==> src/rtl/dmc_pkg.sv <==
package dmc_pkg;

  typedef enum logic [1:0] {
    ST_IDLE  = 2'd0,
    ST_EVICT = 2'd1,
    ST_FILL  = 2'd2,
    ST_WTHRU = 2'd3
  } dmc_state_e;

  localparam int unsigned NUM_EVT = 4;
  localparam int unsigned EVT_LH  = 0;
  localparam int unsigned EVT_LM  = 1;
  localparam int unsigned EVT_SH  = 2;
  localparam int unsigned EVT_SM  = 3;

endpackage

==> src/rtl/dmc_tag_store.sv <==
module dmc_tag_store #(
  parameter int unsigned NSLOT = 8,
  parameter int unsigned TW    = 5,
  localparam int unsigned IW   = $clog2(NSLOT)
) (
  input  logic          clk,
  input  logic          rst_n,
  input  logic [IW-1:0] rd_idx,
  output logic          rd_valid,
  output logic          rd_dirty,
  output logic [TW-1:0] rd_tag,
  input  logic          wr_en,
  input  logic [IW-1:0] wr_idx,
  input  logic          wr_valid,
  input  logic          wr_dirty,
  input  logic [TW-1:0] wr_tag
);

  logic [NSLOT-1:0] valid_q;
  logic [NSLOT-1:0] dirty_q;
  logic [TW-1:0]    tag_q [NSLOT];

  for (genvar s = 0; s < NSLOT; s++) begin : g_slot
    logic sel;
    assign sel = wr_en && (wr_idx == IW'(s));

    always_ff @(posedge clk) begin
      if (!rst_n) begin
        valid_q[s] <= 1'b0;
        dirty_q[s] <= 1'b0;
      end else if (sel) begin
        valid_q[s] <= wr_valid;
        dirty_q[s] <= wr_dirty;
      end
    end

    always_ff @(posedge clk) begin
      if (sel) tag_q[s] <= wr_tag;
    end
  end

  assign rd_valid = valid_q[rd_idx];
  assign rd_dirty = dirty_q[rd_idx];
  assign rd_tag   = tag_q[rd_idx];

endmodule

==> src/rtl/dmc_data_store.sv <==
module dmc_data_store #(
  parameter int unsigned NSLOT = 8,
  parameter int unsigned DW    = 32,
  localparam int unsigned IW   = $clog2(NSLOT)
) (
  input  logic          clk,
  input  logic [IW-1:0] rd_idx,
  output logic [DW-1:0] rd_data,
  input  logic          wr_en,
  input  logic [IW-1:0] wr_idx,
  input  logic [DW-1:0] wr_data
);

  logic [DW-1:0] word_q [NSLOT];

  always_ff @(posedge clk) begin
    if (wr_en) word_q[wr_idx] <= wr_data;
  end

  assign rd_data = word_q[rd_idx];

endmodule

==> src/rtl/dmc_evt_counters.sv <==
module dmc_evt_counters #(
  parameter int unsigned NUM = 4,
  parameter int unsigned CW  = 16
) (
  input  logic          clk,
  input  logic          rst_n,
  input  logic [NUM-1:0] evt,
  output logic [CW-1:0]  count [NUM]
);

  for (genvar k = 0; k < NUM; k++) begin : g_cnt
    always_ff @(posedge clk) begin
      if (!rst_n)      count[k] <= '0;
      else if (evt[k]) count[k] <= count[k] + CW'(1);
    end
  end

endmodule

==> src/rtl/dmc_cache.sv <==
module dmc_cache
  import dmc_pkg::*;
#(
  parameter int unsigned AW    = 8,
  parameter int unsigned DW    = 32,
  parameter int unsigned NSLOT = 8,
  parameter int unsigned CW    = 16,
  localparam int unsigned IW   = $clog2(NSLOT),
  localparam int unsigned TW   = AW - IW
) (
  input  logic          clk,
  input  logic          rst_n,
  input  logic          wb_mode,
  input  logic          cpu_req,
  input  logic          cpu_we,
  input  logic [AW-1:0] cpu_addr,
  input  logic [DW-1:0] cpu_wdata,
  output logic          cpu_ready,
  output logic [DW-1:0] cpu_rdata,
  output logic          mem_req,
  output logic          mem_we,
  output logic [AW-1:0] mem_addr,
  output logic [DW-1:0] mem_wdata,
  input  logic          mem_ack,
  input  logic [DW-1:0] mem_rdata,
  output logic [CW-1:0] cnt_load_hit,
  output logic [CW-1:0] cnt_load_miss,
  output logic [CW-1:0] cnt_store_hit,
  output logic [CW-1:0] cnt_store_miss
);

  // Address arithmetic kept in functions.
  function automatic logic [IW-1:0] slot_of(input logic [AW-1:0] a);
    return a[IW-1:0];
  endfunction

  function automatic logic [TW-1:0] tag_of(input logic [AW-1:0] a);
    return a[AW-1:IW];
  endfunction

  function automatic logic [AW-1:0] join_addr(input logic [TW-1:0] t, input logic [IW-1:0] s);
    return {t, s};
  endfunction

  dmc_state_e state_q, state_d;
  logic       missed_q;

  logic [IW-1:0] req_idx;
  logic [TW-1:0] req_tag;
  logic          lk_valid, lk_dirty;
  logic [TW-1:0] lk_tag;
  logic [DW-1:0] lk_data;

  logic          tw_en, tw_valid, tw_dirty;
  logic          dw_en;
  logic [DW-1:0] dw_data;

  // Named internal events for the checker.
  logic          lookup_hit;
  logic          victim_dirty;
  logic          evict_start;
  logic          req_done;
  logic          done_is_miss;
  logic          ev_lh, ev_lm, ev_sh, ev_sm;
  logic [NUM_EVT-1:0] evt_vec;
  logic [CW-1:0]      cnt_arr [NUM_EVT];

  assign req_idx = slot_of(cpu_addr);
  assign req_tag = tag_of(cpu_addr);

  dmc_tag_store #(.NSLOT(NSLOT), .TW(TW)) u_tags (
    .clk      (clk),
    .rst_n    (rst_n),
    .rd_idx   (req_idx),
    .rd_valid (lk_valid),
    .rd_dirty (lk_dirty),
    .rd_tag   (lk_tag),
    .wr_en    (tw_en),
    .wr_idx   (req_idx),
    .wr_valid (tw_valid),
    .wr_dirty (tw_dirty),
    .wr_tag   (req_tag)
  );

  dmc_data_store #(.NSLOT(NSLOT), .DW(DW)) u_data (
    .clk     (clk),
    .rd_idx  (req_idx),
    .rd_data (lk_data),
    .wr_en   (dw_en),
    .wr_idx  (req_idx),
    .wr_data (dw_data)
  );

  assign lookup_hit   = lk_valid && (lk_tag == req_tag);
  assign victim_dirty = lk_valid && lk_dirty;

  always_comb begin
    state_d     = state_q;
    cpu_ready   = 1'b0;
    cpu_rdata   = lk_data;
    mem_req     = 1'b0;
    mem_we      = 1'b0;
    mem_addr    = cpu_addr;
    mem_wdata   = cpu_wdata;
    tw_en       = 1'b0;
    tw_valid    = 1'b1;
    tw_dirty    = 1'b0;
    dw_en       = 1'b0;
    dw_data     = cpu_wdata;
    evict_start = 1'b0;
    unique case (state_q)
      ST_IDLE: begin
        if (cpu_req) begin
          if (lookup_hit) begin
            if (!cpu_we) begin
              cpu_ready = 1'b1;
            end else if (wb_mode) begin
              cpu_ready = 1'b1;
              dw_en     = 1'b1;
              tw_en     = 1'b1;
              tw_dirty  = 1'b1;
            end else begin
              state_d = ST_WTHRU;
            end
          end else if (victim_dirty) begin
            evict_start = 1'b1;
            state_d     = ST_EVICT;
          end else if (!cpu_we) begin
            state_d = ST_FILL;
          end else if (wb_mode) begin
            cpu_ready = 1'b1;
            dw_en     = 1'b1;
            tw_en     = 1'b1;
            tw_dirty  = 1'b1;
          end else begin
            state_d = ST_WTHRU;
          end
        end
      end
      ST_EVICT: begin
        mem_req   = 1'b1;
        mem_we    = 1'b1;
        mem_addr  = join_addr(lk_tag, req_idx);
        mem_wdata = lk_data;
        if (mem_ack) begin
          tw_en    = 1'b1;
          tw_valid = 1'b0;
          state_d  = ST_IDLE;
        end
      end
      ST_FILL: begin
        mem_req = 1'b1;
        if (mem_ack) begin
          cpu_ready = 1'b1;
          cpu_rdata = mem_rdata;
          dw_en     = 1'b1;
          dw_data   = mem_rdata;
          tw_en     = 1'b1;
          state_d   = ST_IDLE;
        end
      end
      ST_WTHRU: begin
        mem_req = 1'b1;
        mem_we  = 1'b1;
        if (mem_ack) begin
          cpu_ready = 1'b1;
          dw_en     = 1'b1;
          tw_en     = 1'b1;
          state_d   = ST_IDLE;
        end
      end
      default: state_d = ST_IDLE;
    endcase
  end

  always_ff @(posedge clk) begin
    if (!rst_n) state_q <= ST_IDLE;
    else        state_q <= state_d;
  end

  // Remember that the request was classified as a miss when first seen.
  always_ff @(posedge clk) begin
    if (!rst_n)                                              missed_q <= 1'b0;
    else if (req_done)                                       missed_q <= 1'b0;
    else if (state_q == ST_IDLE && cpu_req && !lookup_hit)   missed_q <= 1'b1;
  end

  assign req_done     = cpu_req && cpu_ready;
  assign done_is_miss = missed_q || !lookup_hit;
  assign ev_lh = req_done && !cpu_we && !done_is_miss;
  assign ev_lm = req_done && !cpu_we &&  done_is_miss;
  assign ev_sh = req_done &&  cpu_we && !done_is_miss;
  assign ev_sm = req_done &&  cpu_we &&  done_is_miss;

  always_comb begin
    evt_vec         = '0;
    evt_vec[EVT_LH] = ev_lh;
    evt_vec[EVT_LM] = ev_lm;
    evt_vec[EVT_SH] = ev_sh;
    evt_vec[EVT_SM] = ev_sm;
  end

  dmc_evt_counters #(.NUM(NUM_EVT), .CW(CW)) u_cnt (
    .clk   (clk),
    .rst_n (rst_n),
    .evt   (evt_vec),
    .count (cnt_arr)
  );

  assign cnt_load_hit   = cnt_arr[EVT_LH];
  assign cnt_load_miss  = cnt_arr[EVT_LM];
  assign cnt_store_hit  = cnt_arr[EVT_SH];
  assign cnt_store_miss = cnt_arr[EVT_SM];

endmodule

==> config.mk <==
export PLATFORM = sky130hd
export DESIGN_NAME = dmc_cache
export DESIGN_NICKNAME = d
export VERILOG_FILES = /design/src/rtl/dmc_pkg.sv /design/src/rtl/dmc_tag_store.sv /design/src/rtl/dmc_data_store.sv /design/src/rtl/dmc_evt_counters.sv /design/src/rtl/dmc_cache.sv
export SDC_FILE = /design/constraint.sdc
export NUM_CORES = 1
export LEC_CHECK = 0
export BUFFER_PORTS_ARGS = -buffer_cell sky130_fd_sc_hd__buf_2
export CAP_MARGIN = 20
export CORE_MARGIN = 4
export CORE_UTILIZATION = 30
export DETAILED_ROUTE_END_ITERATION = 7
export GPL_ROUTABILITY_DRIVEN = 0
export HOLD_SLACK_MARGIN = 0.12
export PLACE_DENSITY = 0.44
export SYNTH_ARGS = -nofsm -noshare
export SYNTH_HDL_FRONTEND = slang
export SYNTH_SLANG_ARGS = --single-unit
==> constraint.sdc <==
create_clock -name clk -period 13.8 [get_ports clk]
set_input_delay 2.76 -clock clk [delete_from_list [all_inputs] [get_ports clk]]
set_output_delay 2.76 -clock clk [all_outputs]
set_load 0.05 [all_outputs]
# Word-level counts from Yosys, hierarchy flattened
# Memories as Yosys holds them, arrays and structs flattened.
# Cells that the tools add are included.
totals:
  ff_bits: 83
  ramBits: 296
  inputBits: 78
  output_inout_bits: 139
  elab_cells: 155
  memories: 2
op_classes:
  addsub: 4
  magnitude_cmp: 1
  eq_ne: 14
  n_mux: 74
  bitwise: 1
  n_reduce_logical: 37
memory_table:
  columns: ["name", "words", "word_bits", "read_ports", "rd_clocked_by_memory_dff", "wr", "line", "source"]
  rows:
  - ["u_data.word_q", 8, 32, 1, 0, 1, "dmc_data_store.sv:14", "logic [DW-1:0] word_q [NSLOT];"]
  - ["u_tags.tag_q", 8, 5, 1, 0, 1, "dmc_tag_store.sv:21", "logic [TW-1:0] tag_q [NSLOT];"]
op_table:
  columns: ["op", "count"]
  rows:
  - ["$mux W32", 5]
  - ["$add A16 B1 Y16 const B", 4]
  - ["$mux W1", 41]
  - ["$mux W5", 7]
  - ["$reduce_or A5 Y1", 7]
  - ["$mux W3", 7]
  - ["$logic_and A1 B1 Y1", 19]
  - ["$mux W2", 7]
  - ["$eq A3 B3 Y1 const B", 4]
  - ["$mux W8", 1]
  - ["$bmux W1 S3", 2]
  - ["$eq A3 B2 Y1 const B", 2]
  - ["$pmux W1 S2", 3]
  - ["$reduce_or A2 Y1", 3]
  - ["$eq A5 B5 Y1", 1]
  - ["$eq A2 B2 Y1 const B", 2]
  - ["$lt A3 B4 Y1 const B", 1]
  - ["$pmux W2 S2", 1]
  - ["$eq A3 B1 Y1 const B", 1]
  - ["$logic_not A1 Y1", 3]
  - ["$logic_not A3 Y1", 1]
  - ["$ne A3 B3 Y1 const B", 1]
  - ["$reduce_and A3 Y1", 1]
  - ["$reduce_or A3 Y1", 1]
  - ["6 further kinds", 6]

# Logic depth before layout (Yosys ltp)
# Gate-level depths: netlist of run 1.
depth:
  depth_word: 18
  mapped_depth: 13
  depth_no_buf: 9

# By module
# From an unflattened synthesis of run 1, not the netlist that was laid out.
hier_totals:
  hier_cells: 1106
  hier_area_um2: 16517.1
by_module_without_submodules:
  columns: ["mod", "n_inst", "cells_each", "area_each_um2", "seq_area_each_um2"]
  rows:
  - ["dmc_data_store", 1, 383, 9825.7, 7687.4]
  - ["dmc_evt_counters", 1, 321, 2819.0, 1281.2]
  - ["dmc_tag_store", 1, 130, 2376.0, 1521.5]
  - ["dmc_cache", 1, 272, 1496.4, 60.1]

# Least setup slack after synthesis of run 1
# No wires, ideal clock.
synth_path:
  path_kind: "input port to output port"
  start: "input port cpu_addr[0]"
  end: "output port mem_wdata[25]"
  arrival_ns: 5.289
  required_time_ns: 11.040
  slack_ns: 5.751
  path_stages: 7
  path_buffers: 4
  cell_sequence: "buf_4 buf_2 buf_1 buf_2 mux4_2 mux2i_1 o21ai_0"
synth_between:
  elab_chain_len: 2
synth_rtl:
  columns: ["element", "line", "source"]
  rows:
  - ["start: declaration", "dmc_cache.sv:16", "input logic [AW-1:0] cpu_addr,"]
  - ["$mem_v2 Z8 W32", null, null]
  - ["$mux W32", "dmc_cache.sv:111", "unique case (state_q)"]
  - ["end: declaration", "dmc_cache.sv:23", "output logic [DW-1:0] mem_wdata,"]
# Every way passes these cells.

# Worst setup path after layout of run 1
layout_path:
  start: "input port cpu_addr[1]"
  end: "output port cpu_ready"
layout_between:
  elab_chain_len: 7
  word_cells_on_any_way: 12
  classes_between: "1 x eq/ne; 8 x mux; 2 x reduce/logical; 1 x memory"
layout_rtl:
  columns: ["element", "line", "source"]
  rows:
  - ["parallel branches: the longest is 4 deep, another holds $mem_v2 Z8 W5", null, null]
  - ["$mux W1 (*)", "dmc_cache.sv:114", "if (lookup_hit) begin"]
  - ["$mux W1 (*)", "dmc_cache.sv:113", "if (cpu_req) begin"]
  - ["$pmux W1 S2 (*)", "dmc_cache.sv:111", null]
  - ["end: declaration", "dmc_cache.sv:18", "output logic cpu_ready,"]
# Every way passes the cells marked *. The select of a mux whose other input is x is not followed.

==> reports/metrics.cfg, run 1 <==
[clock_network]
cts_sinks=379
cts_made_buffers=44
h-tree-depth=2
clock_latency_ns=0.57
clk_pin_slew_ns=0.06
cts_setup_buffers=0
clk_path_buf_depth=3
ctsHoldBuffers=0
cts_tree=yes
post_cts_resized=0
ctsRootBufferMaster=clkbuf_16

[logic_synthesis]
yosysWarnings=0
ys_seq_area_share_pct=64.8
ys_top_cells_by_count=296 x edfxtp_1, 96 x nand2_1, 84 x nor2_1, 83 x dfxtp_1, 70 x a21oi_1
synthArstFlopShare_pct=0
synth.most_common_cell=edfxtp_1
netlist_area_sq_um=16300
ys_types=67
synth-seq-cells=379
synth_flop_cell=edfxtp_1
synth_edf_count=296
synth_area_per_cell_sq_um=14.3
synthCells=1136
synth_top_area_share_pct=54.6
synthesis.nets=1218
synth_largest_area_cell=edfxtp_1
synth_area_leaders=edfxtp_1 55%, dfxtp_1 10%, mux4_2 9.4%

[sta]
hold_viol=0
setup-violations-final=0
rsz0062_at_grt=false
tightest_slew_ns=1.10
finalCriticalPeriod_ns=8.67
period_share_pct=62.8
slew_viol_final=0
fmax_mhz=115
whs_ns=0.457
max_slew_margin_pct=26.7
finalSetupTns_ns=0
fin_skew_ns=0.0251

[worst_setup_path]
worstPathMaxFanout=67
crit_end=cpu_ready
reg2reg_depth=10
reg2reg_from=u_tags.tag_q[2][1]
worstPathArrival_ns=5.91
crit_start=cpu_addr[1]
r2r_slack_ns=9.99
required_ns=11.04
setup.worst_path.start_class=input pin
crit_type=input pin to output pin
endpoint_kind=output pin
rr_endpoint=u_data.word_q[6][5]

[pwr]
p_per_area_nw_per_um2=135
cellLeakagePower_nw=6.95
ir_drop_uv=80.0

[layout]
insertedDiodeCount=0
n_fill_cell=5165
drive_gt1_share_pct=30.4
syn_to_final_growth_pct=20.1
postLayoutCoreUtil_pct=36.3
fin_nets=1432

[routing]
drc=0
vias=10200
drtPass1Iterations=5
first_iter_violations=497
final_antenna_net_count=0
wl_microns=41100
vias_per_cell=4.92
wire_per_inst_microns=19.8

[floorplanning]
initial_core_util_pct=30.2
core-area_sq_um=53800
num_rows=85
die_h_microns=241
die_w_microns=241
die_area_sq_um=58000
pin_count=217

[grt]
grt_antenna_before_repair=0
grt_max_degree=68
grt.total_usage_pct=13.8
grt_pass1_vias=9955
overflow=0
grt_first_pass_wirelength_microns=61000

[flow_run]
drv_cap=0

[place]
dp_hpwl_microns=24400
portBuffers=216

[hold_path]
hold_path_class=flop to flop

[run_status]
status=finished clean

==> state kept, by name, summed over array words and instances, names as in the netlist <==
signal	cells
u_tags.tag_q	40
state_q	2
missed_q	1
u_tags.valid_q	8
u_tags.dirty_q	8
u_cnt.count	64
u_data.word_q	256
==> placed cells by master, fill, tap and decap left out, types with 3 or more instances in the layout <==
cell | synthesis | routed
o21ai_1 | 3 | 3
clkbuf_8 | 0 | 3
clkbuf_1 | 44 | 11
nand3_1 | 19 | 19
nor3_1 | 5 | 5
mux2_1 | 3 | 3
clkinv_1 | 0 | 6
o22ai_1 | 4 | 4
clkbuf_16 | 0 | 44
nor2_1 | 84 | 76
inv_1 | 10 | 10
nor2b_1 | 3 | 3
buf_2 | 7 | 214
xnor2_1 | 6 | 6
mux2i_1 | 56 | 56
dfxtp_1 | 83 | 83
buf_4 | 6 | 18
nand2b_1 | 6 | 5
nor2_4 | 0 | 8
and3_1 | 12 | 12
nand4_1 | 19 | 19
o21a_1 | 13 | 13
o21ai_0 | 63 | 63
or4_1 | 9 | 9
o31a_1 | 4 | 4
mux4_2 | 68 | 68
edfxtp_1 | 296 | 296
nand2_1 | 96 | 96
o31ai_1 | 9 | 9
nor4_1 | 5 | 4
and4_1 | 4 | 4
bufinv_16 | 0 | 4
clkinv_2 | 0 | 7
a21oi_1 | 70 | 69
mux2_2 | 33 | 33
ha_1 | 4 | 4
xor2_1 | 24 | 24
or3_1 | 22 | 22
==> logic make-up after synthesis <==
| logic type | count (synthesis) | share of synthesized area [%] |
|---|---|---|
| buf+inv | 77 | 2.18 |
| compound gates | 186 | 6.74 |
| simple gates | 299 | 8.89 |
| flops | 379 | 64.8 |
| fa+ha+maj | 4 | 0.308 |
| mux | 160 | 15.3 |
| xor+xnor | 31 | 1.71 |
==> worst min path at each step <==
stage	from	slack, ns	end	cells past startpoint
2_1_floorplan	u_tags.valid_q[2]	0.43	u_tags.valid_q[2]	2
3_3_place_gp	u_tags.valid_q[5]	0.44	u_tags.valid_q[5]	2
3_5_place_dp	u_tags.valid_q[3]	0.45	u_tags.valid_q[3]	2
4_1_cts	u_tags.valid_q[3]	0.46	u_tags.valid_q[3]	2
5_1_grt	u_tags.valid_q[3]	0.48	u_tags.valid_q[3]	2
6_report	u_tags.valid_q[3]	0.46	u_tags.valid_q[3]	2
==> report_power, final <==
part | total, mW | internal [mW] | switching [mW]
logic | 0.248 | 0.0700 | 0.178
registers | 1.25 | 1.25 | 0.00357
clock network | 1.14 | 0.680 | 0.461
total | 2.64 | 2.00 | 0.642
==> final cells by class <==
type / instances / area, sq um / share of cell area, %
sequential: 379 / 10600 / 54.0
inverter: 12 / 45.0 / 0.231
tap: 696 / 871 / 4.46
clock inverter: 21 / 230 / 1.18
clock buffer: 58 / 1180 / 6.06
timing repair buffer: 233 / 1210 / 6.21
multi-input combinational: 680 / 5450 / 27.9
==> stage by stage <==
stage / setup WS [ns] / total power, mW / cells / instance area [sq um]
5_1_grt: 4.82 / 2.75 / 2079 / 19500
3_5_place_dp: 5.04 / 1.53 / 1999 / 18100
6_report: 5.13 / 2.64 / 2079 / 19500
2_1_floorplan: 5.75 / 1.45 / 1136 / 16300
3_3_place_gp: 5.06 / 1.53 / 1999 / 18100
4_1_cts: 5.05 / 2.69 / 2078 / 19500
==> per-layer routing <==
metal / global-route usage (%) / wire (microns)
met1: 19.1 / 18800
met2: 22.2 / 19500
met3: 2.45 / 1940
met4: 4.19 / 889
met5: 0 / 0
==> critical path: stages <==
cell	delay, ns
buf_4	0.38
buf_4	0.90
mux2i_1	0.17
a22oi_1	0.24
o211ai_1	0.15
xor2_1	0.23
and4_1	0.35
nand2_1	0.17
a21oi_1	0.20
buf_2	0.32
Note: power is estimated with default switching activity, not from simulation.
==> run 2: changes to the inputs <==
==> constraint.sdc (replaced) <==
create_clock -name clk -period 8.99 [get_ports clk]
set_input_delay 1.798 -clock clk [delete_from_list [all_inputs] [get_ports clk]]
set_output_delay 1.798 -clock clk [all_outputs]
set_load 0.05 [all_outputs]
==> reports/metrics.cfg, run 2 (same netlist as run 1, synthesis figures left out) <==
[run_status]
status=finished clean

[worst_setup_path]
r2r_slack_ns=5.16
crit_start=cpu_addr[1]
reg2reg_depth=10
crit_type=input pin to output pin
rr_endpoint=u_data.word_q[3][7]
setup.worst_path.start_class=input pin
endpoint_kind=output pin
worstPathArrival_ns=4.82
reg2reg_from=u_tags.tag_q[2][1]
required_ns=7.19
worstPathMaxFanout=42

[hold_path]
hold_depth=2
min-delay-start=u_tags.valid_q[5]
hold_path_class=flop to flop
worstHoldEndpoint=u_tags.valid_q[5]

[layout]
syn_to_final_growth_pct=20.5
insertedDiodeCount=0
largest-register=u_data.word_q
design_area_sq_um=19600
final_cell_mix=296 x edfxtp_1, 214 x buf_2, 96 x nand2_1
fin_nets=1431
largest_reg_flops=256
layout_commonest_cell=edfxtp_1
n_fill_cell=5169
reg_top3=u_data.word_q: 256 flops, u_cnt.count: 64 flops, u_tags.tag_q: 40 flops
drive_gt1_share_pct=30.8

[clock_network]
clk_pin_slew_ns=0.06
clk_path_buf_depth=3
cts_sinks=379
ctsHoldBuffers=0
cts_tree=yes
post_cts_resized=0
cts_made_buffers=43
cts_setup_buffers=0
h-tree-depth=2
clock_latency_ns=0.58
ctsRootBufferMaster=clkbuf_16

[sta]
hold_viol=0
tightest_slew_ns=1.09
rsz0062_at_grt=false
fin_skew_ns=0.0294
period_share_pct=73.6
finalSetupTns_ns=0
finalCriticalPeriod_ns=6.62
max_slew_margin_pct=27.0
setup-violations-final=0
slew_viol_final=0
fmax_mhz=151

[floorplanning]
core-area_sq_um=53800
die_area_sq_um=58000
pin_count=217
die_w_microns=241
die_h_microns=241
initial_core_util_pct=30.2
num_rows=85

[grt]
overflow=0
grt_max_degree=54
grt_pass1_vias=10100
grt_first_pass_wirelength_microns=61800
grt.total_usage_pct=14.0
grt_antenna_before_repair=2

[pwr]
ir_drop_uv=117
seq_power_share_pct=46.5
power.internal_mw=3.12
switching_share_pct=24.6
p_switching_mw=1.02
p_per_area_nw_per_um2=211
power_frac_comb_pct=9.2
cellLeakagePower_nw=6.98
power_frac_clock_pct=44.3

[place]
dp_hpwl_microns=26200
dpl-instance-area_sq_um=18100
portBuffers=216

[routing]
drtPass1Iterations=4
first_iter_violations=652
drc=0
final_antenna_net_count=0
vias_per_cell=4.88
wire_per_inst_microns=19.9
wl_microns=41500
vias=10100

[flow_run]
drv_cap=0

==> run 2: cell count changes in the layout (fill, tap and decap cells not counted), sizes merged <==
| cell | before | now |
|---|---|---|
| buf | 232 | 233 |
| bufinv | 4 | 7 |
| clkbuf | 59 | 50 |
| clkinv | 14 | 17 |
| clkinvlp | 1 | 3 |
==> run 2: cell type report <==
cell class              instances  area, sq um  area share, %
multi-input cells             680         5450           27.8
clock buffers                  50         1100           5.62
well taps                     696          871           4.44
flip-flops and latches        379        10600           53.8
repair buffers                233         1210           6.19
clock inverters                29          377           1.92
inverters                      12         45.0          0.230
==> run 2: stage by stage <==
stage,utilization (%),setup slack [ns],cells,hold slack (ns),total power [mW]
floorplan,-,2.86,1136,0.432,2.23
global placement,33.7,2.34,2000,0.442,2.35
detailed placement,33.7,2.31,2000,0.453,2.35
CTS,36.4,2.30,2079,0.461,4.20
global route,36.4,2.08,2079,0.479,4.30
finish,36.4,2.37,2079,0.461,4.13
==> run 2: worst max path at each step <==
stage	slack, ns	end
after global placement	2.34	cpu_ready
after floorplan	2.86	mem_wdata[25]
after detailed placement	2.31	cpu_ready
final	2.37	cpu_ready
after global routing	2.08	cpu_ready
after CTS	2.30	cpu_ready
==> run 2: layer usage <==
metal	track usage [%]	share of wire (%)	up-vias	routed length [microns]
met4	3.56	1.8	0	740
met5	0	0	-	0
met3	2.43	4.7	53	1940
met2	22.9	47	231	19300
met1	19.4	47	5051	19400
li1	-	-	4807	-
==> run 2: power by group through the flow <==
| stage | Combinational, mW | Sequential, mW | Clock [mW] |
|---|---|---|---|
| 3_5_place_dp | 0.389 | 1.96 | 0 |
| 3_3_place_gp | 0.388 | 1.96 | 0 |
| 5_1_grt | 0.412 | 1.92 | 1.96 |
| 6_report | 0.382 | 1.92 | 1.83 |
| 2_1_floorplan | 0.271 | 1.96 | 0 |
| 4_1_cts | 0.390 | 1.92 | 1.89 |
==> run 2: critical path: stages <==
cell	delay, ns
buf_4	0.47
buf_4	0.65
mux2i_1	0.26
o22ai_1	0.09
o21ai_1	0.21
xor2_1	0.24
and4_1	0.32
nand2_1	0.16
a21oi_1	0.22
buf_2	0.33
==> run 3: changes to the inputs <==
--- a/config.mk
+++ b/config.mk
@@ -12,7 +12,7 @@
 export DETAILED_ROUTE_END_ITERATION = 7
 export GPL_ROUTABILITY_DRIVEN = 0
 export HOLD_SLACK_MARGIN = 0.12
-export PLACE_DENSITY = 0.44
+export PLACE_DENSITY = 0.46
 export SYNTH_ARGS = -nofsm -noshare
 export SYNTH_HDL_FRONTEND = slang
 export SYNTH_SLANG_ARGS = --single-unit
==> constraint.sdc (replaced) <==
create_clock -name clk -period 5.55 [get_ports clk]
set_input_delay 1.11 -clock clk [delete_from_list [all_inputs] [get_ports clk]]
set_output_delay 1.11 -clock clk [all_outputs]
set_load 0.05 [all_outputs]
==> reports/metrics.cfg, run 3 (same netlist as run 1, synthesis figures left out) <==
[sta]
fmax_mhz=213
hold_viol=0
period_share_pct=84.8
max_slew_margin_pct=29.8
setup-violations-final=0
rsz0062_at_grt=false
slew_viol_final=0
tightest_slew_ns=1.05
fin_skew_ns=0.0206
finalCriticalPeriod_ns=4.70
finalSetupTns_ns=0

[worst_setup_path]
setup.worst_path.start_class=input pin
cpMostUsedCell=buf_4
worstPathArrival_ns=3.59
critPathSlowestCell=buf_4
cp_cell_sequence=buf_4 -> buf_4 -> mux4_2 -> mux2i_1 -> o21ai_0 -> buf_2
path_buf_inv=3
crit_type=input pin to output pin
crit_family=buffers and inverters
required_ns=4.44
worstPathMaxFanout=35
endpoint_kind=output pin
crit_path_max_incr_delay_ns=0.69

[floorplanning]
initial_core_util_pct=30.2
die_area_sq_um=58000
pin_count=217
die_w_microns=241
core-area_sq_um=53800
die_h_microns=241
num_rows=85

[clock_network]
ctsHoldBuffers=0
cts_made_buffers=44
cts_sinks=379
ctsRootBufferMaster=clkbuf_16
clk_path_buf_depth=3
clock_latency_ns=0.56
post_cts_resized=0
cts_tree=yes
clk_pin_slew_ns=0.05
cts_setup_buffers=0
h-tree-depth=2

[routing]
drc=0
wire_per_inst_microns=19.2
route.top_layer_used=met4
vias=10200
met3WireLength_microns=1590
wl_met2_microns=19600
final_antenna_net_count=0
drtPass1Iterations=5
wl_met1_microns=18000
wl_microns=40100
vias_per_cell=4.88
first_iter_violations=581

[layout]
multiInputGateArea_sq_um=5450
largest-register=u_data.word_q
final_cell_mix=296 x edfxtp_1, 214 x buf_2, 96 x nand2_1
syn_to_final_growth_pct=20.3
final-instance-count-excl-fill=2085
ff_latch_area_sq_um=10600
n_fill_cell=5182
largest_reg_flops=256
reg_top3=u_data.word_q: 256 flops, u_cnt.count: 64 flops, u_tags.tag_q: 40 flops
drive_gt1_share_pct=30.7
layout_commonest_cell=edfxtp_1
insertedDiodeCount=0
fin_nets=1437

[pwr]
cellLeakagePower_nw=6.98
p_per_area_nw_per_um2=332
ir_drop_uv=177

[place]
dpl.cell_count=2004
dp_hpwl_microns=25800
portBuffers=216

[grt]
grt_first_pass_wirelength_microns=60600
grt_antenna_before_repair=0
grt_pass1_vias=10100
overflow=0
grt.total_usage_pct=13.5
grt_max_degree=94

[flow_run]
drv_cap=0

[run_status]
status=finished clean

[hold_path]
hold_path_class=flop to flop

run 3: cell types whose count changed in the layout (fill, tap and decap cells not counted), sizes merged:
cell and delta:
buf +5, clkbuf +4, clkinv +4, bufinv -3
clkinvlp -3, inv -1
run 3: report_power, final:
part | internal (mW) | switching, mW | leakage (nW)
clock | 1.64 | 1.12 | 0.682
sequential | 3.10 | 0.00931 | 3.34
combinational | 0.177 | 0.442 | 2.96
run 3: stage by stage:
| step | hold slack (ns) | cell area, sq um | util [%] | worst slack, ns | power (mW) |
|---|---|---|---|---|---|
| final | 0.457 | 19600 | 36.4 | 0.846 | 6.49 |
| after floorplan | 0.432 | 16300 | - | 0.801 | 3.61 |
| after global routing | 0.479 | 19600 | 36.4 | 0.669 | 6.77 |
| after global placement | 0.445 | 18200 | 33.8 | 0.586 | 3.80 |
| after CTS | 0.459 | 19600 | 36.3 | 0.821 | 6.60 |
| after detailed placement | 0.450 | 18200 | 33.8 | 0.482 | 3.80 |
run 3: per-layer routing:
| metal | vias to the layer above | global-route usage, % |
|---|---|---|
| met5 | - | 0 |
| met4 | 0 | 3.84 |
| met3 | 61 | 2.05 |
| met2 | 229 | 22.8 |
| met1 | 5077 | 18.3 |
| li1 | 4816 | - |
run 3: final timing paths:
| path | slack [ns] | startpoint | end | cells past startpoint |
|---|---|---|---|---|
| min | 0.46 | u_tags.valid_q[2] | u_tags.valid_q[2] | 2 |
| max | 0.85 | cpu_addr[0] | mem_wdata[17] | 6 |
| max reg2reg | 1.79 | u_tags.tag_q[0][1] | u_data.word_q[1][6] | 10 |
| min reg2reg | 0.46 | u_tags.valid_q[2] | u_tags.valid_q[2] | 2 |
run 3: final cells by class:
type                       count  share of cell area, %
clock buffer                  54                   5.81
tap                          696                   4.45
sequential                   379                   53.9
multi-input combinational    680                   27.8
timing repair buffer         238                   6.62
inverter                      12                  0.230
clock inverter                26                   1.22
run 3: tightest hold or removal path, cell delays in order (launching register included):
cell	delay, ns
dfxtp_1	0.30
nand2_1	0.05
mux2i_1	0.06
